==> config.mk <==
export PLATFORM = sky130hd
export DESIGN_NAME = spram_wm
export DESIGN_NICKNAME = d
export VERILOG_FILES = /design/src/rtl/spram_pkg.sv /design/src/rtl/spram_store.sv /design/src/rtl/spram_out_sel.sv /design/src/rtl/spram_pipe.sv /design/src/rtl/spram_wm.sv
export SDC_FILE = /design/constraint.sdc
export NUM_CORES = 1
export LEC_CHECK = 0
export BUFFER_PORTS_ARGS = -buffer_cell sky130_fd_sc_hd__buf_2
export CELL_PAD_IN_SITES_DETAIL_PLACEMENT = 1
export CELL_PAD_IN_SITES_GLOBAL_PLACEMENT = 1
export CORE_MARGIN = 2
export CORE_UTILIZATION = 40
export CTS_CLUSTER_SIZE = 14
export DETAILED_ROUTE_END_ITERATION = 8
export HOLD_SLACK_MARGIN = 0.03
export PLACE_DENSITY = 0.6
export SLEW_MARGIN = 0
export SYNTH_ARGS = -nofsm -noshare
export SYNTH_HDL_FRONTEND = slang
export SYNTH_SLANG_ARGS = --single-unit
export TNS_END_PERCENT = 10
==> constraint.sdc <==
create_clock -name clk -period 3.15 [get_ports clk]
set_input_delay 0.63 -clock clk [delete_from_list [all_inputs] [get_ports clk]]
set_output_delay 0.63 -clock clk [all_outputs]
set_load 0.05 [all_outputs]
==> src/rtl/spram_pkg.sv <==
package spram_pkg;

    // What the first output register shows on a write cycle
    typedef enum logic [1:0] {
        WM_TRANSPARENT = 2'd0,
        WM_READ_OLD    = 2'd1,
        WM_HOLD        = 2'd2
    } wm_mode_e;

    // Kind of memory access in the current cycle
    typedef enum logic [1:0] {
        OP_IDLE  = 2'd0,
        OP_READ  = 2'd1,
        OP_WRITE = 2'd2
    } op_e;

    function automatic op_e classify(input logic en, input logic we);
        if (!en)     return OP_IDLE;
        else if (we) return OP_WRITE;
        else         return OP_READ;
    endfunction

    // Does the output register load anything during a write?
    function automatic logic loads_on_write(input wm_mode_e m);
        return m != WM_HOLD;
    endfunction

    // If it loads, does it take the incoming word (otherwise the old one)?
    function automatic logic shows_new(input wm_mode_e m);
        return m == WM_TRANSPARENT;
    endfunction

endpackage

==> src/rtl/spram_store.sv <==
module spram_store #(
    parameter int DATA_W = 16,
    parameter int DEPTH  = 64,
    localparam int ADDR_W = $clog2(DEPTH)
) (
    input  logic              clk,
    input  logic              wr,
    input  logic [ADDR_W-1:0] addr,
    input  logic [DATA_W-1:0] wdata,
    output logic [DATA_W-1:0] old_word
);

    logic [DATA_W-1:0] mem [DEPTH];

    // Defined start-up contents: all zero
    initial begin
        for (int i = 0; i < DEPTH; i++) mem[i] = '0;
    end

    always_ff @(posedge clk) begin
        if (wr) mem[addr] <= wdata;
    end

    // Word currently held at addr, before this edge's write
    assign old_word = mem[addr];

endmodule

==> src/rtl/spram_out_sel.sv <==
module spram_out_sel
    import spram_pkg::*;
#(
    parameter int                DATA_W  = 16,
    parameter wm_mode_e          MODE    = WM_TRANSPARENT,
    parameter logic [DATA_W-1:0] RST_VAL = '0
) (
    input  logic              clk,
    input  logic              rst,
    input  op_e               op,
    input  logic [DATA_W-1:0] wdata,
    input  logic [DATA_W-1:0] old_word,
    output logic [DATA_W-1:0] q
);

    logic              load;
    logic [DATA_W-1:0] nxt;

    always_comb begin
        load = 1'b0;
        nxt  = old_word;
        unique case (op)
            OP_READ: begin
                load = 1'b1;
                nxt  = old_word;
            end
            OP_WRITE: begin
                load = loads_on_write(MODE);
                nxt  = shows_new(MODE) ? wdata : old_word;
            end
            default: begin
                load = 1'b0;
                nxt  = old_word;
            end
        endcase
    end

    always_ff @(posedge clk) begin
        if (rst)       q <= RST_VAL;
        else if (load) q <= nxt;
    end

endmodule

==> src/rtl/spram_pipe.sv <==
module spram_pipe #(
    parameter int                DATA_W   = 16,
    parameter bit                OUT_PIPE = 1'b0,
    parameter logic [DATA_W-1:0] RST_VAL  = '0
) (
    input  logic              clk,
    input  logic              rst,
    input  logic              ld,
    input  logic [DATA_W-1:0] d,
    output logic [DATA_W-1:0] q
);

    generate
        if (OUT_PIPE) begin : g_reg
            logic [DATA_W-1:0] stage_q;
            always_ff @(posedge clk) begin
                if (rst)     stage_q <= RST_VAL;
                else if (ld) stage_q <= d;
            end
            assign q = stage_q;
        end else begin : g_bypass
            logic unused_in;
            assign unused_in = clk ^ rst ^ ld;
            assign q = d;
        end
    endgenerate

endmodule

==> src/rtl/spram_wm.sv <==
module spram_wm
    import spram_pkg::*;
#(
    parameter int                DATA_W   = 16,
    parameter int                DEPTH    = 64,
    parameter wm_mode_e          MODE     = WM_TRANSPARENT,
    parameter bit                OUT_PIPE = 1'b0,
    parameter logic [DATA_W-1:0] RST_VAL  = '0,
    localparam int               ADDR_W   = $clog2(DEPTH)
) (
    input  logic              clk,
    input  logic              out_rst,
    input  logic              en,
    input  logic              we,
    input  logic [ADDR_W-1:0] addr,
    input  logic [DATA_W-1:0] wdata,
    input  logic              pipe_en,
    output logic [DATA_W-1:0] rdata
);

    op_e               op;
    logic [DATA_W-1:0] old_word;
    logic [DATA_W-1:0] latch_q;

    assign op = classify(en, we);

    spram_store #(
        .DATA_W (DATA_W),
        .DEPTH  (DEPTH)
    ) store_i (
        .clk      (clk),
        .wr       (op == OP_WRITE),
        .addr     (addr),
        .wdata    (wdata),
        .old_word (old_word)
    );

    spram_out_sel #(
        .DATA_W  (DATA_W),
        .MODE    (MODE),
        .RST_VAL (RST_VAL)
    ) sel_i (
        .clk      (clk),
        .rst      (out_rst),
        .op       (op),
        .wdata    (wdata),
        .old_word (old_word),
        .q        (latch_q)
    );

    spram_pipe #(
        .DATA_W   (DATA_W),
        .OUT_PIPE (OUT_PIPE),
        .RST_VAL  (RST_VAL)
    ) pipe_i (
        .clk (clk),
        .rst (out_rst),
        .ld  (pipe_en),
        .d   (latch_q),
        .q   (rdata)
    );

endmodule

== Yosys cells after proc, flatten, opt, wreduce, memory -nomap -nowiden ==
Memory sizes are Yosys's and may differ from the RTL's. A register that Yosys moved wholly into a read port is not among the register bits.
Cells that the tools add are included.
Storage, ports and cells
  RAM bits: 1024
  output and inout port bits: 16
  register bits after elaboration: 0
  bits of input ports: 27
  memories kept: 1
  logic and storage cells: 9
Operators by class
  reduce and logical (&&, ||, !) cells: 1
  equal/unequal tests: 2
  mux-type cells: 5
Memory list
  store_i.mem: depth 64, width 16, rd ports 1, clocked after Yosys merged registers in 1, write ports 1, RTL line spram_store.sv:13  | logic [DATA_W-1:0] mem [DEPTH];
Operator list (count)
  2-to-1 mux 2 bit: 2
  2-to-1 mux 1 bit: 3
  == test 2 x 1 -> 1 bit (second input constant): 1
  == test 2 bit (second input constant): 1
  OR reduction 2 bit: 1

== Logic depth before layout (Yosys ltp) ==
Gate-level depths: netlist (run 1).
  depth in word-level cells: 5
  gate-level depth with buffers: 10
  gate-level depth less buffers: 6

== By module ==
From an unflattened synthesis (run 1), not the netlist that was laid out.
Second synthesis, totals
  cell total of the unflattened synthesis: 2339
  area total of the unflattened synthesis: 40118.5 µm²
By module, submodules not included
  spram_store: area an instance 39160.1 µm², times used 1, cells an instance 2248
  spram_out_sel: area an instance 822.0 µm², times used 1, cells an instance 73
  spram_pipe: area an instance 120.1 µm², times used 1, cells an instance 16
  spram_wm: area an instance 16.3 µm², times used 1, cells an instance 2

== Least setup slack after synthesis (run 1) ==
No wires, ideal clock.
  path type: input to register
  from: input addr[2]
  to: memory store_i.mem[1][0] (enable)
  path buffers: 5
  library setup time: 0.388 ns
  arrival time: 2.601 ns
  cell stages on the path: 8
  slack: 0.160 ns
  cell sequence: buf_2 -> buf_2 -> buf_2 -> buf_2 -> buf_2 -> nor2_1 -> nand2_1 -> nor2_1
RTL lines
  start, declared: RTL line spram_wm.sv:15  | input logic [ADDR_W-1:0] addr,
  end, declared: RTL line spram_store.sv:13
No word-level cell before the write port.

==> results of run 1 <==
[critical path: cells and delay by family]
kind | cells | cell delay, ps
AO/OA/AOI/OAI | 4 | 970
buffers and inverters | 4 | 840
AND/OR/NAND/NOR | 1 | 630
[worst max path at each step]
stage / start / end / slack [ps] / cells after the start
3_5_place_dp: addr[0] / sel_i.q[3] / -10 / 9
5_1_grt: addr[0] / sel_i.q[12] / 560 / 9
3_3_place_gp: addr[0] / sel_i.q[12] / -8 / 9
4_1_cts: addr[0] / sel_i.q[12] / 720 / 9
2_1_floorplan: addr[2] / store_i.mem[1][0] / 160 / 8
6_report: addr[0] / sel_i.q[12] / 620 / 9
[cells by family (layout without fill, tap and decap cells)]
group / Yosys count / after routing / synth area share
flip-flops: 1040 / 1040 / 0.775
multiplexers: 238 / 238 / 0.102
AO/OA/AOI/OAI: 385 / 385 / 0.0728
buffers and inverters: 152 / 541 / 0.0189
AND/OR/NAND/NOR: 272 / 272 / 0.0308
[registers in the layout, indices dropped and copies added (netlist names)]
name,flops
store_i.mem,1024
sel_i.q,16
[power by group]
part | switching [mW] | internal (mW)
Clock | 5.36 | 6.91
Combinational | 1.22 | 0.634
Sequential | 0.0568 | 15.3
Total | 6.64 | 22.8
[cell usage in the layout, fill, tap and decap left out, types with 9 or more instances in the layout]
cell	count
nor3_1	11
mux4_2	134
o22ai_1	34
nand2_1	49
mux2_2	28
a311oi_1	9
a21oi_1	34
a211oi_1	9
nor2_1	127
buf_4	213
a221oi_1	137
a22o_1	14
and3_1	10
nor2_2	9
buf_2	38
clkinv_1	27
o21ai_0	44
nand3b_1	10
buf_12	77
clkbuf_16	111
edfxtp_1	1024
clkinv_2	28
mux2i_1	76
clkbuf_1	15
a22oi_1	43
dfxtp_1	16
nand3_1	19
[area by class of cell]
cell class                      instances  area (µm²)  area share
Multi-Input combinational cell        895        8300       0.174
Clock buffer                          126        2830      0.0593
Tap cell                             1298        1620      0.0340
Sequential cell                      1040       31100       0.650
Timing Repair Buffer                  331        3370      0.0706
Inverter                               11        41.3    0.000864
Clock inverter                         73         537      0.0112
[per-stage QoR]
stage | worst slack [ps] | hold slack [ps] | utilization | power (mW) | instances
after global placement | -8.44 | 633 | 0.445 | 17.4 | 3575
after CTS | 725 | 342 | 0.479 | 29.6 | 3774
after global routing | 562 | 415 | 0.479 | 30.2 | 3774
after floorplan | 160 | 675 | - | 16.4 | 2087
final | 620 | 412 | 0.479 | 29.4 | 3774
after detailed placement | -13.6 | 655 | 0.445 | 17.4 | 3575
[metal layers]
metal / GRT usage / part of all wire / vias to the layer above
li1: - / - / 9345
met4: 0.0826 / 0.031 / 4
met2: 0.386 / 0.47 / 1017
met1: 0.348 / 0.42 / 12300
met3: 0.0480 / 0.082 / 174
met5: 0 / 0.00017 / -
==> metrics.log, run 1 <==
[metrics] run status: completed
[metrics] cell depth of the worst flop-to-flop path: 7
[metrics] Final Hold Fails: 0
[metrics] pwr/cell area: 616 nW/µm²
[metrics] worst-path cell chain: buf_8, buf_12, nor2b_4, buf_4, a31oi_1, a31oi_1, a2111oi_0, buf_4, o41ai_1
[metrics] portion of synthesized cell area occupied by the leading cell type: 0.767
[metrics] clock tree from TritonCTS: done
[metrics] antenna violations before repair: 8
[metrics] time the worst path needs with I/O delays and setup: 2530 ps
[metrics] wire per inst: 33.4 µm
[metrics] hold-fix buffer count after cts: 0
[metrics] number of ports placed on the die boundary: 43
[metrics] setup slack of the most critical reg-to-reg path: 800 ps
[metrics] IR drop worst, VDD: 0.000467 V
[metrics] Max-cap violations: 0
[metrics] main flop type after synthesis: edfxtp_1
[metrics] most repeated cell in the gate-level netlist after synthesis: edfxtp_1
[metrics] Mapped Area: 40100 µm²
[metrics] area leader, netlist: edfxtp_1
[metrics] proportion of register bits with asynchronous set or reset after synthesis: 0
[metrics] clock slew seen by the registers of the worst setup and hold paths: 70 ps
[metrics] Min-Delay Path Depth: 3
[metrics] per-instance average area after synthesis: 19.2 µm²
[metrics] post-synth net total: 2114
[metrics] most frequent cells after synthesis: 1024 x edfxtp_1, 137 x a221oi_1, 136 x nor2_1
[metrics] Arrival @ worst endpoint: 3130 ps
[metrics] number of port buffers: 41
[metrics] leading post-synthesis cells by cell area: edfxtp_1 77%, mux4_2 7.5%, a221oi_1 3.0%
[metrics] count of flip-flops with a built-in enable after synthesis: 1024
[metrics] CP startpoint kind: input port
[metrics] pin count of the biggest net entering global routing: 48
[metrics] total number of vias: 22.8k
[metrics] number of optimization iterations in the first detailed-route pass: 5
[metrics] worst hold path class: input port to flip-flop
[metrics] final setup violation count: 0
[metrics] total inserted antenna cells: 0
[metrics] Slew headroom: 0.371
[metrics] worst reg2reg endpoint: sel_i.q[3]
[metrics] detailed router's first-iteration violation count: 2697
[metrics] Leak: 15.4 nW
[metrics] wire length of the first global-routing pass: 179 mm
[metrics] critical path peak fanout: 21
[metrics] layout cells sized above 1: 0.272
[metrics] setup repair after global routing missed its margin: false
[metrics] total CTS buffers: 108
[metrics] effective utilization at floorplan: 0.402
[metrics] total gr overflow: 0
[metrics] clock latency reported for the late side of the worst-skew pair: 700 ps
[metrics] library cells used by synthesis: 58
[metrics] post-layout net count: 2414
[metrics] Die W: 321 µm
[metrics] number of fillers in the final layout: 9146
[metrics] DRC: 0
[metrics] Final Cell Area: 47800 µm²
[metrics] class of the most critical setup path: input port to flip-flop
[metrics] placeable core region: 99700 µm²
[metrics] Final HPWL DP: 80.7 mm
[metrics] number of sinks handled by clock tree synthesis: 1040
[metrics] number of cells upsized or downsized after cts: 0
[metrics] Crit path required time: 3750 ps
[metrics] number of standard cells after synthesis: 2087
[metrics] global placer's final weighted congestion: 0.881
[metrics] Critical R2R Launch: store_i.mem[5][3]
[metrics] Routed Antenna Nets: 0
[metrics] area added between synthesis and finish: 19.2%
[metrics] Setup Total Neg Slack: 0 ps
[metrics] worst-path cell with the longest stage delay: nor2b_4
[metrics] vias in the first global route: 23.4k
[metrics] GRT Util Overall: 0.247
[metrics] Row Count: 116
[metrics] period utilization: 0.803
[metrics] measured slew at the worst slew-check pin: 944 ps
[metrics] fin. max-slew vios: 0
[metrics] origin of the worst min-delay path: en
[metrics] die boundary height: 321 µm
[metrics] Crit path largest cell delay: 630 ps
[metrics] final wirelength: 126 mm
[metrics] post-synthesis sequential area ratio: 0.775
[metrics] placed inst area: 44400 µm²
[metrics] largest clock skew in the final design: 34.0 ps
[metrics] kind of end point of the critical path: flip-flop
[metrics] clock root cell: clkbuf_16
[metrics] buffer depth of the longest clock path: 3
[metrics] Post-CTS Setup Inserts: 0
[metrics] drt via density: 6.05
[metrics] area enclosed by the die boundary: 103000 µm²
[metrics] hold endpoint: sel_i.q[9]
[metrics] number of H-tree levels: 3
[metrics] Synthesis Warnings: 0
[metrics] Synth Register Bits: 1040
[metrics] timing-limited maximum frequency: 395 MHz
No activity file was read; power rests on OpenSTA's default activity.
==> run 2: changes to the inputs <==
--- a/config.mk
+++ b/config.mk
@@ -13,7 +13,7 @@
 export CTS_CLUSTER_SIZE = 14
 export DETAILED_ROUTE_END_ITERATION = 8
 export HOLD_SLACK_MARGIN = 0.03
-export PLACE_DENSITY = 0.6
+export PLACE_DENSITY = 0.57
 export SLEW_MARGIN = 0
 export SYNTH_ARGS = -nofsm -noshare
 export SYNTH_HDL_FRONTEND = slang
==> constraint.sdc (replaced) <==
create_clock -name clk -period 2.5 [get_ports clk]
set_input_delay 0.5 -clock clk [delete_from_list [all_inputs] [get_ports clk]]
set_output_delay 0.5 -clock clk [all_outputs]
set_load 0.05 [all_outputs]
==> metrics.log, run 2 (same netlist as run 1, synthesis figures left out) <==
[metrics] layout cells sized above 1: 0.339 (+0.0676)
[metrics] Max-cap violations: 0 (unchanged)
[metrics] placed inst area: 46500 µm² (+4.8%)
[metrics] flip-flop count of the largest register, all copies and words added: 1024 (unchanged)
[metrics] setup ws final: 61.4 ps (-558 ps)
[metrics] setup slack of the most critical reg-to-reg path: 120 ps (-680 ps)
[metrics] Final Hold Fails: 0 (unchanged)
[metrics] portion of total power attributed to combinational logic: 0.069 (+0.006)
[metrics] Crit path required time: 3100 ps (-650 ps)
[metrics] measured slew at the worst slew-check pin: 906 ps (-38.1 ps)
[metrics] largest clock skew in the final design: 32.7 ps (-1.28 ps)
[metrics] final wirelength: 132 mm (+4.5%)
[metrics] drt via density: 5.97 (-1.2%)
[metrics] die boundary height: 321 µm (unchanged)
[metrics] pin count of the biggest net entering global routing: 51 (+6.3%)
[metrics] Routed Antenna Nets: 0 (unchanged)
[metrics] Setup Total Neg Slack: 0 ps (unchanged)
[metrics] cell depth of the worst flop-to-flop path: 5 (-2)
[metrics] Row Count: 116 (unchanged)
[metrics] DRC: 0 (unchanged)
[metrics] number of optimization iterations in the first detailed-route pass: 5 (unchanged)
[metrics] buffer depth of the longest clock path: 3 (unchanged)
[metrics] effective utilization at floorplan: 0.402 (unchanged)
[metrics] met2 track demand over resource in global routing: 0.407 (+0.0210)
[metrics] portion of total power attributed to sequential cells: 0.503 (-0.017)
[metrics] final setup violation count: 0 (unchanged)
[metrics] total power after layout: 38.4 mW (+30%)
[metrics] clock slew seen by the registers of the worst setup and hold paths: 60 ps (about the same)
[metrics] area added between synthesis and finish: 25.1%
[metrics] setup repair after global routing missed its margin: false
[metrics] switching component of the power: 8.57 mW (+29%)
[metrics] Die W: 321 µm (unchanged)
[metrics] CP startpoint kind: input port
[metrics] period utilization: 0.975
[metrics] Regs by FF count: store_i.mem: 1024 flops, sel_i.q: 16 flops
[metrics] pwr/cell area: 765 nW/µm² (+24%)
[metrics] IR drop worst, VDD: 0.000627 V (+34%)
[metrics] Critical R2R Launch: store_i.mem[46][2]
[metrics] total CTS buffers: 110 (+1.9%)
[metrics] highest-count cells in the layout ignoring fill and taps: 1024 x edfxtp_1, 330 x buf_4, 137 x a221oi_1
[metrics] post-layout net count: 2568 (+6.4%)
[metrics] fin. max-slew vios: 0 (unchanged)
[metrics] clock network fraction of design power: 0.428 (+0.011)
[metrics] wire length of the first global-routing pass: 187 mm (+4.8%)
[metrics] layer carrying the most global-route usage: met2
[metrics] class of the most critical setup path: input port to flip-flop
[metrics] placeable core region: 99700 µm² (unchanged)
[metrics] Critical Path Start: addr[0]
[metrics] worst-case setup slack after placement: -913 ps (-899 ps)
[metrics] largest register by flop count: store_i.mem
[metrics] internal power: 29.8 mW (+31%)
[metrics] detailed router's first-iteration violation count: 2648 (-1.8%)
[metrics] hold-fix buffer count after cts: 0 (unchanged)
[metrics] antenna violations before repair: 5 (-3)
[metrics] worst reg2reg endpoint: sel_i.q[2]
[metrics] Arrival @ worst endpoint: 3040 ps (-90 ps)
[metrics] GRT Util Overall: 0.258 (+0.0117)
[metrics] clock tree from TritonCTS: done
[metrics] most frequent standard cell in the layout excluding fill and tap cells: edfxtp_1
[metrics] Slew headroom: 0.396 (+0.0254)
[metrics] worst hold path class: input port to flip-flop
[metrics] number of H-tree levels: 3 (unchanged)
[metrics] GR Util met3: 0.0407 (-0.00732)
[metrics] total gr overflow: 0 (unchanged)
[metrics] vias in the first global route: 24.2k (+3.5%)
[metrics] number of port buffers: 41 (unchanged)
[metrics] kind of end point of the critical path: flip-flop
[metrics] critical path peak fanout: 25 (+19%)
[metrics] area enclosed by the die boundary: 103000 µm² (unchanged)
[metrics] clock latency reported for the late side of the worst-skew pair: 700 ps (about the same)
[metrics] Leak: 16.5 nW (+6.8%)
[metrics] global routing usage on met1: 0.371 (+0.0229)
[metrics] total number of vias: 23.5k (+3.0%)
[metrics] Final HPWL DP: 86.8 mm (+7.6%)
[metrics] wire per inst: 33.5 µm (+0.19%)
[metrics] timing-limited maximum frequency: 410 MHz
[metrics] critical path capture point: sel_i.q[0]
[metrics] global placer's final weighted congestion: 0.944 (+7.1%)
[metrics] Final Cell Area: 50100 µm² (+5.0%)
[metrics] share of total power consumed by net switching: 0.223 (-0.00213)
[metrics] time the worst path needs with I/O delays and setup: 2440 ps
[metrics] clock root cell: clkbuf_16
[metrics] run status: completed
[metrics] number of sinks handled by clock tree synthesis: 1040 (unchanged)
[metrics] number of ports placed on the die boundary: 43 (unchanged)
==> run 2: cell types whose count changed in the layout (fill, tap and decap cells not counted), moves of 6 or more <==
cell | before | now
buf_12 | 77 | 112
buf_4 | 213 | 330
bufinv_16 | 6 | 13
clkbuf_1 | 15 | 22
clkinv_2 | 28 | 22
nor2_1 | 127 | 70
nor2_2 | 9 | 1
nor2_4 | 1 | 66
==> run 2: worst min-delay path by stage <==
| stage | end | slack, ps | startpoint | cells after the start |
|---|---|---|---|---|
| detailed placement | sel_i.q[4] | 650 | sel_i.q[4] | 2 |
| floorplan | store_i.mem[0][0] | 600 | wdata[0] | 0 |
| CTS | store_i.mem[8][7] | 150 | wdata[7] | 1 |
| global placement | sel_i.q[14] | 640 | sel_i.q[14] | 2 |
| global route | store_i.mem[8][7] | 180 | wdata[7] | 1 |
| finish | store_i.mem[8][7] | 190 | wdata[7] | 1 |
==> run 2: area by class of cell <==
type	instances	area (µm²)
clock inverters	70	688
diodes	3	7.51
fillers	8985	49600
multi-input cells	895	8850
well taps	1298	1620
flip-flops and latches	1040	31100
inverters	11	41.3
clock buffers	135	2910
repair buffers	483	4950
==> run 2: timing repair <==
item	in CTS	in global routing
setup buffers	0	0
endpoints found under the setup margin	1	1
resized for setup	1	1
==> run 2: metal layers <==
metal / vias to the layer above / wire [µm]
li1: 9688 / -
met1: 12700 / 57200
met2: 924 / 61500
met3: 180 / 9270
met4: 0 / 3860
met5: - / 0
==> run 2: critical path: stages <==
cell and delay, ps:
buf_8 150, buf_12 240, inv_2 100, buf_12 200, buf_4 190, a221oi_1 210, nor2_1 70, o21ai_0 570
nand4_1 440, o21a_1 290
==> run 2: power groups by stage <==
stage / Combinational (mW) / Clock [mW] / Sequential, mW
2_1_floorplan: 1.04 / 0 / 19.7
3_3_place_gp: 2.58 / 0 / 19.7
3_5_place_dp: 2.63 / 0 / 19.7
4_1_cts: 2.64 / 16.7 / 19.3
5_1_grt: 2.76 / 17.3 / 19.3
6_report: 2.65 / 16.4 / 19.3
==> run 2: stage by stage <==
stage | cells | utilization | hold slack, ps
floorplan | 2087 | - | 599
detailed placement | 3727 | 0.467 | 655
global placement | 3727 | 0.467 | 643
finish | 3935 | 0.503 | 187
global route | 3932 | 0.503 | 178
CTS | 3932 | 0.503 | 152
==> run 3: changes to the inputs <==
--- a/config.mk
+++ b/config.mk
@@ -6,6 +6,7 @@
 export NUM_CORES = 1
 export LEC_CHECK = 0
 export BUFFER_PORTS_ARGS = -buffer_cell sky130_fd_sc_hd__buf_2
+export CAP_MARGIN = 20
 export CELL_PAD_IN_SITES_DETAIL_PLACEMENT = 1
 export CELL_PAD_IN_SITES_GLOBAL_PLACEMENT = 1
 export CORE_MARGIN = 2
@@ -13,7 +14,7 @@
 export CTS_CLUSTER_SIZE = 14
 export DETAILED_ROUTE_END_ITERATION = 8
 export HOLD_SLACK_MARGIN = 0.03
-export PLACE_DENSITY = 0.57
+export PLACE_DENSITY = 0.6
 export SLEW_MARGIN = 0
 export SYNTH_ARGS = -nofsm -noshare
 export SYNTH_HDL_FRONTEND = slang
==> constraint.sdc (replaced) <==
create_clock -name clk -period 2.1 [get_ports clk]
set_input_delay 0.42 -clock clk [delete_from_list [all_inputs] [get_ports clk]]
set_output_delay 0.42 -clock clk [all_outputs]
set_load 0.05 [all_outputs]
==> metrics.log, run 3 (same netlist as run 1, synthesis figures left out) <==
[metrics] Min-Delay Path Depth: 1 (unchanged)
[metrics] setup repair after global routing missed its margin: true
[metrics] class of the most critical setup path: flip-flop to flip-flop
[metrics] timing-limited maximum frequency: 481 MHz
[metrics] final setup violation count: 0 (unchanged)
[metrics] placed inst area: 47200 µm² (+1.5%)
[metrics] drt via density: 6.00 (+0.39%)
[metrics] portion of total power attributed to combinational logic: 0.073 (+0.004)
[metrics] Critical R2R Launch: store_i.mem[41][15]
[metrics] total CTS buffers: 109 (-0.91%)
[metrics] core occupancy in the finished layout: 0.512 (+0.00880)
[metrics] antenna violations before repair: 3 (-2)
[metrics] run status: completed
[metrics] largest register by flop count: store_i.mem
[metrics] CP startpoint kind: flip-flop
[metrics] effective utilization at floorplan: 0.402 (unchanged)
[metrics] DRC: 0 (unchanged)
[metrics] number of ports placed on the die boundary: 43 (unchanged)
[metrics] measured slew at the worst slew-check pin: 795 ps (-111 ps)
[metrics] Critical Path Start: store_i.mem[41][15]
[metrics] setup ws final: 19.9 ps (-41.5 ps)
[metrics] pin count of the biggest net entering global routing: 65 (+27%)
[metrics] number of H-tree levels: 3 (unchanged)
[metrics] wire length of the first global-routing pass: 191 mm (+1.9%)
[metrics] total number of vias: 23.9k (+1.8%)
[metrics] detailed router's first-iteration violation count: 2900 (+9.5%)
[metrics] origin of the worst min-delay path: wdata[11]
[metrics] Final Hold Fails: 0 (unchanged)
[metrics] clock root cell: clkbuf_16
[metrics] Routed Antenna Nets: 0 (unchanged)
[metrics] critical path peak fanout: 1 (-96%)
[metrics] Regs by FF count: store_i.mem: 1024 flops, sel_i.q: 16 flops
[metrics] layout cells sized above 1: 0.362 (+0.0229)
[metrics] internal power: 35.8 mW (+20%)
[metrics] hold endpoint: store_i.mem[25][11]
[metrics] pwr/cell area: 902 nW/µm² (+18%)
[metrics] Final Cell Area: 51000 µm² (+1.7%)
[metrics] final wirelength: 135 mm (+2.5%)
[metrics] highest-count cells in the layout ignoring fill and taps: 1024 x edfxtp_1, 374 x buf_4, 134 x a221oi_1, 134 x mux4_2, 129 x buf_12
[metrics] Placed Instances: 3788 (+1.6%)
[metrics] wire per inst: 33.8 µm (+1.0%)
[metrics] smallest hold slack: 101 ps (-86.7 ps)
[metrics] clock network fraction of design power: 0.428 (about the same)
[metrics] clock latency reported for the late side of the worst-skew pair: 700 ps (about the same)
[metrics] worst-case setup slack after placement: -969 ps (-55.5 ps)
[metrics] global placer's final weighted congestion: 0.933 (-1.2%)
[metrics] post-layout net count: 2628 (+2.3%)
[metrics] cell depth of the worst flop-to-flop path: 8 (+3)
[metrics] area added between synthesis and finish: 27.3%
[metrics] buffer depth of the longest clock path: 3 (unchanged)
[metrics] worst hold path class: input port to flip-flop
[metrics] number of optimization iterations in the first detailed-route pass: 5 (unchanged)
[metrics] IR drop worst, VDD: 0.000900 V (+44%)
[metrics] fin. max-slew vios: 0 (unchanged)
[metrics] flip-flop count of the largest register, all copies and words added: 1024 (unchanged)
[metrics] time the worst path needs with I/O delays and setup: 2080 ps
[metrics] Max-cap violations: 0 (unchanged)
[metrics] number of standard cells in the final layout excluding fillers: 3991 (+1.4%)
[metrics] switching component of the power: 10.2 mW (+19%)
[metrics] share of total power consumed by net switching: 0.221 (-0.00189)
[metrics] Arrival @ worst endpoint: 2640 ps (-400 ps)
[metrics] worst reg2reg endpoint: sel_i.q[15]
[metrics] placeable core region: 99700 µm² (unchanged)
[metrics] Die W: 321 µm (unchanged)
[metrics] total power after layout: 46.0 mW (+20%)
[metrics] setup slack of the most critical reg-to-reg path: 20 ps (-100 ps)
[metrics] Setup Total Neg Slack: 0 ps (unchanged)
[metrics] kind of end point of the critical path: flip-flop
[metrics] total gr overflow: 0 (unchanged)
[metrics] die boundary height: 321 µm (unchanged)
[metrics] number of sinks handled by clock tree synthesis: 1040 (unchanged)
[metrics] clock tree from TritonCTS: done
[metrics] Leak: 16.8 nW (+2.3%)
[metrics] area enclosed by the die boundary: 103000 µm² (unchanged)
[metrics] GRT Util Overall: 0.265 (+0.00628)
[metrics] Final HPWL DP: 91.0 mm (+4.8%)
[metrics] clock slew seen by the registers of the worst setup and hold paths: 60 ps (about the same)
[metrics] period utilization: 0.991
[metrics] Slew headroom: 0.470 (+0.0738)
[metrics] number of port buffers: 41 (unchanged)
[metrics] portion of total power attributed to sequential cells: 0.499 (-0.004)
[metrics] Crit path required time: 2660 ps (-440 ps)
[metrics] most frequent standard cell in the layout excluding fill and tap cells: edfxtp_1
[metrics] Row Count: 116 (unchanged)
[metrics] largest clock skew in the final design: 27.7 ps (-5.05 ps)
[metrics] vias in the first global route: 24.8k (+2.4%)
==> run 3: final cells by class <==
| type | count | area [µm²] |
|---|---|---|
| diodes | 2 | 5.00 |
| clock buffers | 126 | 2860 |
| clock inverters | 75 | 785 |
| fillers | 8973 | 48700 |
| inverters | 11 | 41.3 |
| multi-input cells | 895 | 9020 |
| flip-flops and latches | 1040 | 31100 |
| well taps | 1298 | 1620 |
| repair buffers | 544 | 5620 |
==> run 3: worst max-delay path by stage <==
stage	slack, ps	endpoint
floorplan	-190	store_i.mem[35][0]
global placement	-920	sel_i.q[14]
detailed placement	-970	sel_i.q[14]
CTS	-6	sel_i.q[15]
global route	-50	sel_i.q[15]
finish	20	sel_i.q[15]
==> run 3: per-layer routing <==
metal,global-route usage,part of all wire,vias up
li1,-,-,9809
met1,0.377,0.43,12900
met2,0.411,0.46,1048
met3,0.0467,0.076,195
met4,0.0931,0.034,2
met5,0,0.000096,-
==> run 3: worst max-delay path, stage by stage (launching register included) <==
cell and delay, ps:
edfxtp_1 380, mux4_2 520, nor2_4 140, nor3_2 70
buf_4 150, a221o_1 340, nor3_2 130, buf_4 160
a211oi_1 70
==> run 3: what timing repair did <==
action                                  4_1_cts  5_1_grt
hold buffers                                  0        0
gates resized for setup                      18       16
cloned                                        0        0
pin swaps                                     3        1
setup buffers                                 0        0
endpoints found under the setup margin        8       10
==> run 3: power groups by stage <==
stage                     Clock, mW  Combinational (mW)  Sequential [mW]
final                          19.7                3.35             23.0
after global routing           20.8                3.48             23.0
after CTS                      20.0                3.31             23.0
after detailed placement          0                3.27             23.4
after global placement            0                3.21             23.4
after floorplan                   0                1.25             23.5
